$ cat src/rtl/fpc_pkg.sv
package fpc_pkg;
  localparam int unsigned AW = 16;
  localparam int unsigned DW = 8;

  typedef enum logic [1:0] {OP_PROG = 2'd0, OP_ERASE = 2'd1, OP_ID = 2'd2, OP_NONE = 2'd3} op_e;
  typedef enum logic [1:0] {K_WR, K_RD, K_POLL, K_END} kind_e;

  typedef struct packed {
    kind_e         kind;
    logic [AW-1:0] addr;
    logic [DW-1:0] data;
  } step_t;

  // smallest whole cycle count covering a nanosecond minimum, never zero
  function automatic int unsigned ns_to_cyc(int unsigned ns, int unsigned clk_ps);
    int unsigned c;
    c = (ns * 1000 + clk_ps - 1) / clk_ps;
    return (c == 0) ? 1 : c;
  endfunction

  function automatic int unsigned max2(int unsigned a, int unsigned b);
    return (a > b) ? a : b;
  endfunction

  // three-cycle unlock pattern; the third write carries the command byte
  function automatic step_t unlock(logic [1:0] j, logic [DW-1:0] cmd);
    step_t s;
    s.kind = K_WR;
    case (j)
      2'd0:    begin s.addr = AW'(16'h5555); s.data = 8'hAA; end
      2'd1:    begin s.addr = AW'(16'h2AAA); s.data = 8'h55; end
      default: begin s.addr = AW'(16'h5555); s.data = cmd;   end
    endcase
    return s;
  endfunction

  function automatic step_t cmd_step(op_e op, logic [2:0] idx, logic [AW-1:0] a, logic [DW-1:0] d);
    step_t s;
    s.kind = K_END; s.addr = '0; s.data = '0;
    case (op)
      OP_PROG: begin
        if (idx < 3'd3)       s = unlock(idx[1:0], 8'hA0);
        else if (idx == 3'd3) begin s.kind = K_WR; s.addr = a; s.data = d; end
        else if (idx == 3'd4) s.kind = K_POLL;
      end
      OP_ERASE: begin
        if (idx < 3'd3)       s = unlock(idx[1:0], 8'h80);
        else if (idx < 3'd6)  s = unlock(2'(idx - 3'd3), 8'h10);
        else if (idx == 3'd6) s.kind = K_POLL;
      end
      OP_ID: begin
        if (idx < 3'd3)       s = unlock(idx[1:0], 8'h90);
        else if (idx == 3'd3) begin s.kind = K_RD; s.addr = a; end
        else if (idx == 3'd4) begin s.kind = K_WR; s.addr = AW'(16'h5555); s.data = 8'hF0; end
      end
      default: s.kind = K_END;
    endcase
    return s;
  endfunction
endpackage

$ cat src/rtl/fpc_bus_cycle.sv
module fpc_bus_cycle
  import fpc_pkg::*;
#(
  parameter int unsigned WR_LO = 12,
  parameter int unsigned WR_HI = 12,
  parameter int unsigned RD_LO = 5,
  parameter int unsigned RD_HI = 19
) (
  input  logic          clk,
  input  logic          rst_n,
  input  logic          start,
  input  logic          wr,
  input  logic [AW-1:0] addr_i,
  input  logic [DW-1:0] data_i,
  input  logic [DW-1:0] dq_in,
  output logic          busy,
  output logic          fin,
  output logic [DW-1:0] rdata,
  output logic [AW-1:0] f_addr,
  output logic [DW-1:0] f_dq_out,
  output logic          f_dq_oe,
  output logic          f_oe_n,
  output logic          f_we_n
);
  localparam int unsigned CMAX = max2(max2(WR_LO, WR_HI), max2(RD_LO, RD_HI));
  localparam int unsigned CW   = $clog2(CMAX + 1);

  typedef enum logic [1:0] {PH_IDLE, PH_LO, PH_HI} ph_e;
  ph_e           ph;
  logic [CW-1:0] cnt;
  logic          is_wr;
  logic          ph_last;

  assign ph_last = (cnt == '0);

  always_ff @(posedge clk or negedge rst_n) begin
    if (!rst_n) begin
      ph <= PH_IDLE; cnt <= '0; is_wr <= 1'b0;
      f_addr <= '0; f_dq_out <= '0; rdata <= '0;
    end else begin
      case (ph)
        PH_IDLE: if (start) begin
          ph       <= PH_LO;
          is_wr    <= wr;
          f_addr   <= addr_i;
          f_dq_out <= data_i;
          cnt      <= wr ? CW'(WR_LO - 1) : CW'(RD_LO - 1);
        end
        PH_LO: if (ph_last) begin
          ph  <= PH_HI;
          cnt <= is_wr ? CW'(WR_HI - 1) : CW'(RD_HI - 1);
          if (!is_wr) rdata <= dq_in;
        end else cnt <= cnt - 1'b1;
        default: if (ph_last) ph <= PH_IDLE;
                 else cnt <= cnt - 1'b1;
      endcase
    end
  end

  assign busy    = (ph != PH_IDLE);
  assign fin     = (ph == PH_HI) && ph_last;
  assign f_we_n  = !((ph == PH_LO) && is_wr);
  assign f_oe_n  = !((ph == PH_LO) && !is_wr);
  assign f_dq_oe = (ph == PH_LO) && is_wr;

  // run-length watchers for the strobe assertions
  logic [CW:0] we_lo_run, oe_hi_run;
  always_ff @(posedge clk or negedge rst_n) begin
    if (!rst_n) begin
      we_lo_run <= '0;
      oe_hi_run <= (CW+1)'(RD_HI);
    end else begin
      we_lo_run <= f_we_n ? '0 : we_lo_run + 1'b1;
      if (!f_oe_n) oe_hi_run <= '0;
      else if (oe_hi_run < (CW+1)'(RD_HI)) oe_hi_run <= oe_hi_run + 1'b1;
    end
  end

  a_r5_strobe_excl: assert property (@(posedge clk) disable iff (!rst_n)
    !(!f_we_n && !f_oe_n));
  a_r4_we_width: assert property (@(posedge clk) disable iff (!rst_n)
    $rose(f_we_n) |-> (we_lo_run == (CW+1)'(WR_LO)));
  a_r6_oe_gap: assert property (@(posedge clk) disable iff (!rst_n)
    $fell(f_oe_n) |-> (oe_hi_run >= (CW+1)'(RD_HI)));
  a_r4_addr_hold: assert property (@(posedge clk) disable iff (!rst_n)
    (!f_we_n && $past(!f_we_n)) |-> ($stable(f_addr) && $stable(f_dq_out)));
endmodule

$ cat src/rtl/fpc_poll_eval.sv
module fpc_poll_eval
  import fpc_pkg::*;
(
  input  logic          use_toggle,
  input  logic [DW-1:0] rdata,
  input  logic          exp7,
  input  logic          prev_ok,
  input  logic          prev6,
  output logic          complete
);
  logic bit7_hit, tog_hit;
  assign bit7_hit = (rdata[7] == exp7);
  assign tog_hit  = prev_ok && (rdata[6] == prev6);
  assign complete = use_toggle ? tog_hit : bit7_hit;
endmodule

$ cat src/rtl/flash_cmd_ctrl.sv
module flash_cmd_ctrl
  import fpc_pkg::*;
#(
  parameter int unsigned CLK_PS    = 8000,
  parameter int unsigned WP_NS     = 90,
  parameter int unsigned WPH_NS    = 90,
  parameter int unsigned OEH_NS    = 150,
  parameter int unsigned OED_NS    = 40,
  parameter int unsigned PROG_TMO  = 2000,
  parameter int unsigned ERASE_TMO = 20000
) (
  input  logic          clk,
  input  logic          rst_n,
  input  logic          req_valid,
  output logic          req_ready,
  input  logic [1:0]    req_op,
  input  logic          req_toggle,
  input  logic [15:0]   req_addr,
  input  logic [7:0]    req_data,
  output logic          done,
  output logic          err,
  output logic [7:0]    rd_data,
  output logic [15:0]   f_addr,
  output logic [7:0]    f_dq_out,
  output logic          f_dq_oe,
  input  logic [7:0]    f_dq_in,
  output logic          f_ce_n,
  output logic          f_oe_n,
  output logic          f_we_n
);
  localparam int unsigned WP_C  = ns_to_cyc(WP_NS, CLK_PS);
  localparam int unsigned WPH_C = ns_to_cyc(WPH_NS, CLK_PS);
  localparam int unsigned OEH_C = ns_to_cyc(OEH_NS, CLK_PS);
  localparam int unsigned OED_C = ns_to_cyc(OED_NS, CLK_PS);
  localparam int unsigned TW    = $clog2(max2(PROG_TMO, ERASE_TMO) + 1);

  typedef enum logic [1:0] {S_IDLE, S_RUN, S_POLL, S_END} st_e;
  st_e           st;
  op_e           op_q;
  logic          tog_q, inflight, have_prev, prev6, err_q;
  logic [AW-1:0] addr_q;
  logic [DW-1:0] data_q, rd_q, bus_rdata;
  logic [2:0]    idx;
  logic [TW-1:0] tmo_cnt, tmo_lim;
  step_t         cur;

  // named internal events
  logic bus_step, start, fin, bus_busy, rd_fin, poll_hit, timed_out, exp7, poll_fin;

  assign cur       = cmd_step(op_q, idx, addr_q, data_q);
  assign bus_step  = (cur.kind == K_WR) || (cur.kind == K_RD);
  assign start     = !inflight && !bus_busy && (((st == S_RUN) && bus_step) || (st == S_POLL));
  assign rd_fin    = fin && ((st == S_POLL) || ((st == S_RUN) && (cur.kind == K_RD)));
  assign poll_fin  = fin && (st == S_POLL);
  assign exp7      = (op_q == OP_ERASE) ? 1'b1 : data_q[7];
  assign tmo_lim   = (op_q == OP_ERASE) ? TW'(ERASE_TMO) : TW'(PROG_TMO);
  assign timed_out = (tmo_cnt >= tmo_lim);

  fpc_bus_cycle #(.WR_LO(WP_C), .WR_HI(WPH_C), .RD_LO(OED_C), .RD_HI(OEH_C)) u_bus (
    .clk(clk), .rst_n(rst_n), .start(start),
    .wr((st == S_RUN) && (cur.kind == K_WR)),
    .addr_i((st == S_RUN) ? cur.addr : addr_q), .data_i(cur.data),
    .dq_in(f_dq_in), .busy(bus_busy), .fin(fin), .rdata(bus_rdata),
    .f_addr(f_addr), .f_dq_out(f_dq_out), .f_dq_oe(f_dq_oe),
    .f_oe_n(f_oe_n), .f_we_n(f_we_n)
  );

  fpc_poll_eval u_eval (
    .use_toggle(tog_q), .rdata(bus_rdata), .exp7(exp7),
    .prev_ok(have_prev), .prev6(prev6), .complete(poll_hit)
  );

  always_ff @(posedge clk or negedge rst_n) begin
    if (!rst_n) begin
      st <= S_IDLE; op_q <= OP_NONE; tog_q <= 1'b0; addr_q <= '0; data_q <= '0;
      idx <= '0; inflight <= 1'b0; have_prev <= 1'b0; prev6 <= 1'b0;
      err_q <= 1'b0; rd_q <= '0; tmo_cnt <= '0;
    end else begin
      if (start)  inflight <= 1'b1;
      if (fin)    inflight <= 1'b0;
      if (rd_fin) rd_q <= bus_rdata;
      case (st)
        S_IDLE: if (req_valid) begin
          op_q <= op_e'(req_op); tog_q <= req_toggle;
          addr_q <= req_addr; data_q <= req_data;
          idx <= '0; err_q <= 1'b0; have_prev <= 1'b0; tmo_cnt <= '0;
          st <= S_RUN;
        end
        S_RUN: begin
          if (cur.kind == K_POLL)     st <= S_POLL;
          else if (cur.kind == K_END) st <= S_END;
          else if (fin)               idx <= idx + 1'b1;
        end
        S_POLL: begin
          if (!timed_out) tmo_cnt <= tmo_cnt + 1'b1;
          if (poll_fin) begin
            have_prev <= 1'b1;
            prev6     <= bus_rdata[6];
            if (poll_hit) st <= S_END;
            else if (timed_out) begin err_q <= 1'b1; st <= S_END; end
          end
        end
        default: st <= S_IDLE;
      endcase
    end
  end

  assign req_ready = (st == S_IDLE);
  assign done      = (st == S_END);
  assign err       = err_q;
  assign rd_data   = rd_q;
  assign f_ce_n    = (st == S_IDLE);

  a_r1_idle_quiet: assert property (@(posedge clk) disable iff (!rst_n)
    req_ready |-> (f_ce_n && f_we_n && f_oe_n && !f_dq_oe && !done));
  a_r11_done_pulse: assert property (@(posedge clk) disable iff (!rst_n)
    done |=> (!done && req_ready));
  a_r9_err_at_done: assert property (@(posedge clk) disable iff (!rst_n)
    $rose(err) |-> (done && $past(timed_out)));
  a_r7_hit_ends: assert property (@(posedge clk) disable iff (!rst_n)
    (poll_fin && poll_hit) |=> (done && !err));
  a_r4_ce_covers: assert property (@(posedge clk) disable iff (!rst_n)
    (!f_we_n || !f_oe_n) |-> !f_ce_n);
endmodule

$ cat config.mk
export PLATFORM = sky130hd
export DESIGN_NAME = flash_cmd_ctrl
export DESIGN_NICKNAME = d
export VERILOG_FILES = /design/src/rtl/fpc_pkg.sv /design/src/rtl/fpc_bus_cycle.sv /design/src/rtl/fpc_poll_eval.sv /design/src/rtl/flash_cmd_ctrl.sv
export SDC_FILE = /design/constraint.sdc
export NUM_CORES = 1
export LEC_CHECK = 0
export ABC_AREA = 1
export BUFFER_PORTS_ARGS = -buffer_cell sky130_fd_sc_hd__buf_2
export CELL_PAD_IN_SITES_DETAIL_PLACEMENT = 1
export CELL_PAD_IN_SITES_GLOBAL_PLACEMENT = 1
export CORE_AREA = 2 2 114 116
export DETAILED_ROUTE_END_ITERATION = 16
export DIE_AREA = 0 0 116 118
export PLACE_DENSITY = 0.95
export SLEW_MARGIN = 0
export SYNTH_ARGS = -nofsm -noshare
export SYNTH_HDL_FRONTEND = slang
export SYNTH_SLANG_ARGS = --single-unit
$ cat constraint.sdc
create_clock -name clk -period 3.58 [get_ports clk]
set_input_delay 0.537 -clock clk [delete_from_list [all_inputs] [get_ports clk]]
set_output_delay 0.537 -clock clk [all_outputs]
set_load 0.03 [all_outputs]
==> results.txt <==
status - finished clean
io pins - 77
Period minus WS final - 3.06 ns
Synth Register Bits - 99
vias per inst - 5.43
Tightest Hold Check Type - primary input to asynchronous set/reset pin
Hold-fix buffers, CTS - 0
Core Area - 12400 sq um
CTS tree - done
clock sink count - 99
Critical Path Start Type - flop
Worst slew margin - 30.8%
synth unique cells - 40
VDD IR max - 585 uV
final setup margin - 0.516 ns
Vias - 5314
Reg clk slew, reported paths - 0.07 ns
sequential cell area fraction in the yosys report - 44.0%
drt total wl - 17900 um
Worst Path Max Fanout - 33
setup bufs post-CTS - 0
setup_tns - 0 ns
DRT Pass-1 Iters - 5
Hold Vio Cnt, Final - 0
Routed Antenna Nets - 0
CTS max path bufs - 2
final count of pins violating max slew - 0
clk root buf - clkbuf_16
HPWL after DPL - 11600 um
endpoint class of the critical path - flop
post-synthesis cell count - 733
area grow syn2layout - 13.7%
GPL Wtd Cong - 0.893
synthesized area per cell - 7.69 sq um
actual slew at the worst max-slew pin - 1.04 ns
Final Core Density - 51.6%
PostCTS Resize Cnt - 0
max frequency - 326 MHz
Mapped Area - 5640 sq um
fin crit share - 85.6%
largest net degree at the start of global routing - 53
wire length per cell - 18.3 um
CP arrival - 3.35 ns
worst-skew pair later-pin latency - 0.36 ns
critical path class - flop to flop
WP data required - 3.87 ns
Worst Skew - 0.0132 ns
Iter 0 DRT Violations - 402
setup violators final - 0
Final Cell Area - 6410 sq um
Place WS - 0.728 ns
pwr dens - 856 nW/um^2
starting density of the core - 45.4%
total power - 5480 uW
number of global-route vias before repair - 5599
Max H-tree Level - 3
gr usage total - 26.9%
Fill cells - 1593
Leak - 0.00345 uW
Die Y-Extent - 118 um
port buffer count - 76
unrepaired setup endpoints after global routing - no
DRC viols - 0
initial antenna violation count - 1
post-synthesis net count - 791
final-stage net count - 858
clock buffer count from CTS - 9
Die Footprint - 13700 sq um
Placed Area - 6130 sq um
share of cells above drive strength 1 - 19.0%
row count - 41
synth warn - 0
die width - 116 um
grt total ovfl - 0
first-pass GRT wire length - 28700 um
max capacitance violation total - 0
[power by group]
| group | internal [uW] | switching, uW | leakage [uW] | total (uW) |
|---|---|---|---|---|
| clock | 477 | 466 | 0.000130 | 942 |
| combinational | 812 | 1860 | 0.00208 | 2670 |
| sequential | 1540 | 329 | 0.00125 | 1870 |
[critical path: stages (launching register included)]
cell and delay [ns]:
dfrtp_1 0.54, ha_1 0.27, ha_1 0.50, inv_1 0.27
nand3_2 0.19, nand4_4 0.14, nand2_2 0.12, nand2_4 0.25
inv_2 0.43, nand2_1 0.18, nand2_1 0.10
[logic make-up after synthesis]
| logic type | Yosys count | synth area share [%] |
|---|---|---|
| compound gates | 84 | 8.37 |
| flops | 99 | 44.0 |
| fa+ha+maj | 20 | 4.44 |
| mux | 17 | 3.40 |
| xor+xnor | 13 | 2.02 |
| simple gates | 402 | 30.2 |
| buf+inv | 98 | 7.53 |
[synth_stat cells (all sizes together)]
| master | instances | area [sq um] |
|---|---|---|
| a211oi | 1 | 7.51 |
| a21o | 1 | 7.51 |
| a21oi | 28 | 144 |
| a22oi | 1 | 7.51 |
| a31oi | 1 | 6.26 |
| buf | 16 | 116 |
| clkbuf | 7 | 26.3 |
| dfrtp | 97 | 2430 |
| dfstp | 2 | 52.6 |
| ha | 20 | 250 |
| inv | 75 | 282 |
| mux2 | 17 | 191 |
| nand2 | 276 | 1090 |
| nand3 | 40 | 215 |
| nand3b | 2 | 15.0 |
| nand4 | 4 | 40.0 |
| nor2 | 72 | 303 |
| nor3 | 6 | 30.0 |
| o2111ai | 1 | 8.76 |
| o211ai | 2 | 20.0 |
| o21ai | 46 | 249 |
| o22ai | 1 | 6.26 |
| o31ai | 2 | 15.0 |
| or2 | 2 | 12.5 |
| xnor2 | 2 | 17.5 |
| xor2 | 11 | 96.3 |
[metrics by stage]
step           cells  hold slack [ns]
2_1_floorplan    733            0.241
3_3_place_gp     961            0.447
3_5_place_dp     961            0.459
4_1_cts          977            0.236
5_1_grt          978            0.261
6_report         978            0.209
[flip-flops by register name, indices dropped and copies added, names as in the netlist, 2 cells and up]
signal          count
addr_q             16
data_q              8
idx                 3
op_q                2
rd_data             8
st                  2
tmo_cnt            15
u_bus.cnt           5
u_bus.f_addr       16
u_bus.f_dq_out      8
u_bus.ph            2
u_bus.rdata         8
[area by class of cell]
| cell class | instances | area (sq um) | area share, % |
|---|---|---|---|
| repair buffers | 79 | 418 | 6.52 |
| clock inverters | 7 | 52.6 | 0.820 |
| diodes | 1 | 2.50 | 0.0391 |
| flip-flops and latches | 99 | 2480 | 38.7 |
| inverters | 75 | 282 | 4.39 |
| well taps | 172 | 215 | 3.36 |
| clock buffers | 9 | 225 | 3.52 |
| multi-input cells | 536 | 2730 | 42.6 |
[per-layer routing]
layer / global-route usage (%) / up-vias / routed length [um]
met3: 4.69 / 61 / 988
met4: 13.5 / 0 / 723
met2: 44.1 / 196 / 8780
met5: 0 / - / 0
met1: 33.9 / 2609 / 7380
li1: - / 2448 / -
[final timing paths]
check	slack (ns)	startpoint	cells past startpoint	to
setup / recovery	0.52	idx[1]	10	u_bus.f_addr[11]
hold / removal	0.21	rst_n	1	u_bus.rdata[6]
setup reg to reg	0.52	idx[1]	10	u_bus.f_addr[11]
hold reg to reg	0.48	u_bus.f_dq_out[3]	2	u_bus.f_dq_out[3]
max in group asynchronous	2.67	rst_n	2	u_bus.f_dq_out[2]
min in group clk	0.41	req_addr[4]	2	addr_q[4]
[cells in the final DEF (no fill, tap or decap), drive strengths merged, types with 3 or more instances in the layout]
cell type  netlist  routed
ha              20      20
nand3           40      40
clkinvlp         0       3
a21oi           28      28
mux2            17      17
o21ai           46      46
dfrtp           97      97
nand2          276     276
xor2            11      11
clkbuf           7       9
nand4            4       4
nor2            72      72
inv             75      77
nor3             6       6
buf             16      79
No activity file was read; power rests on OpenSTA's default activity.
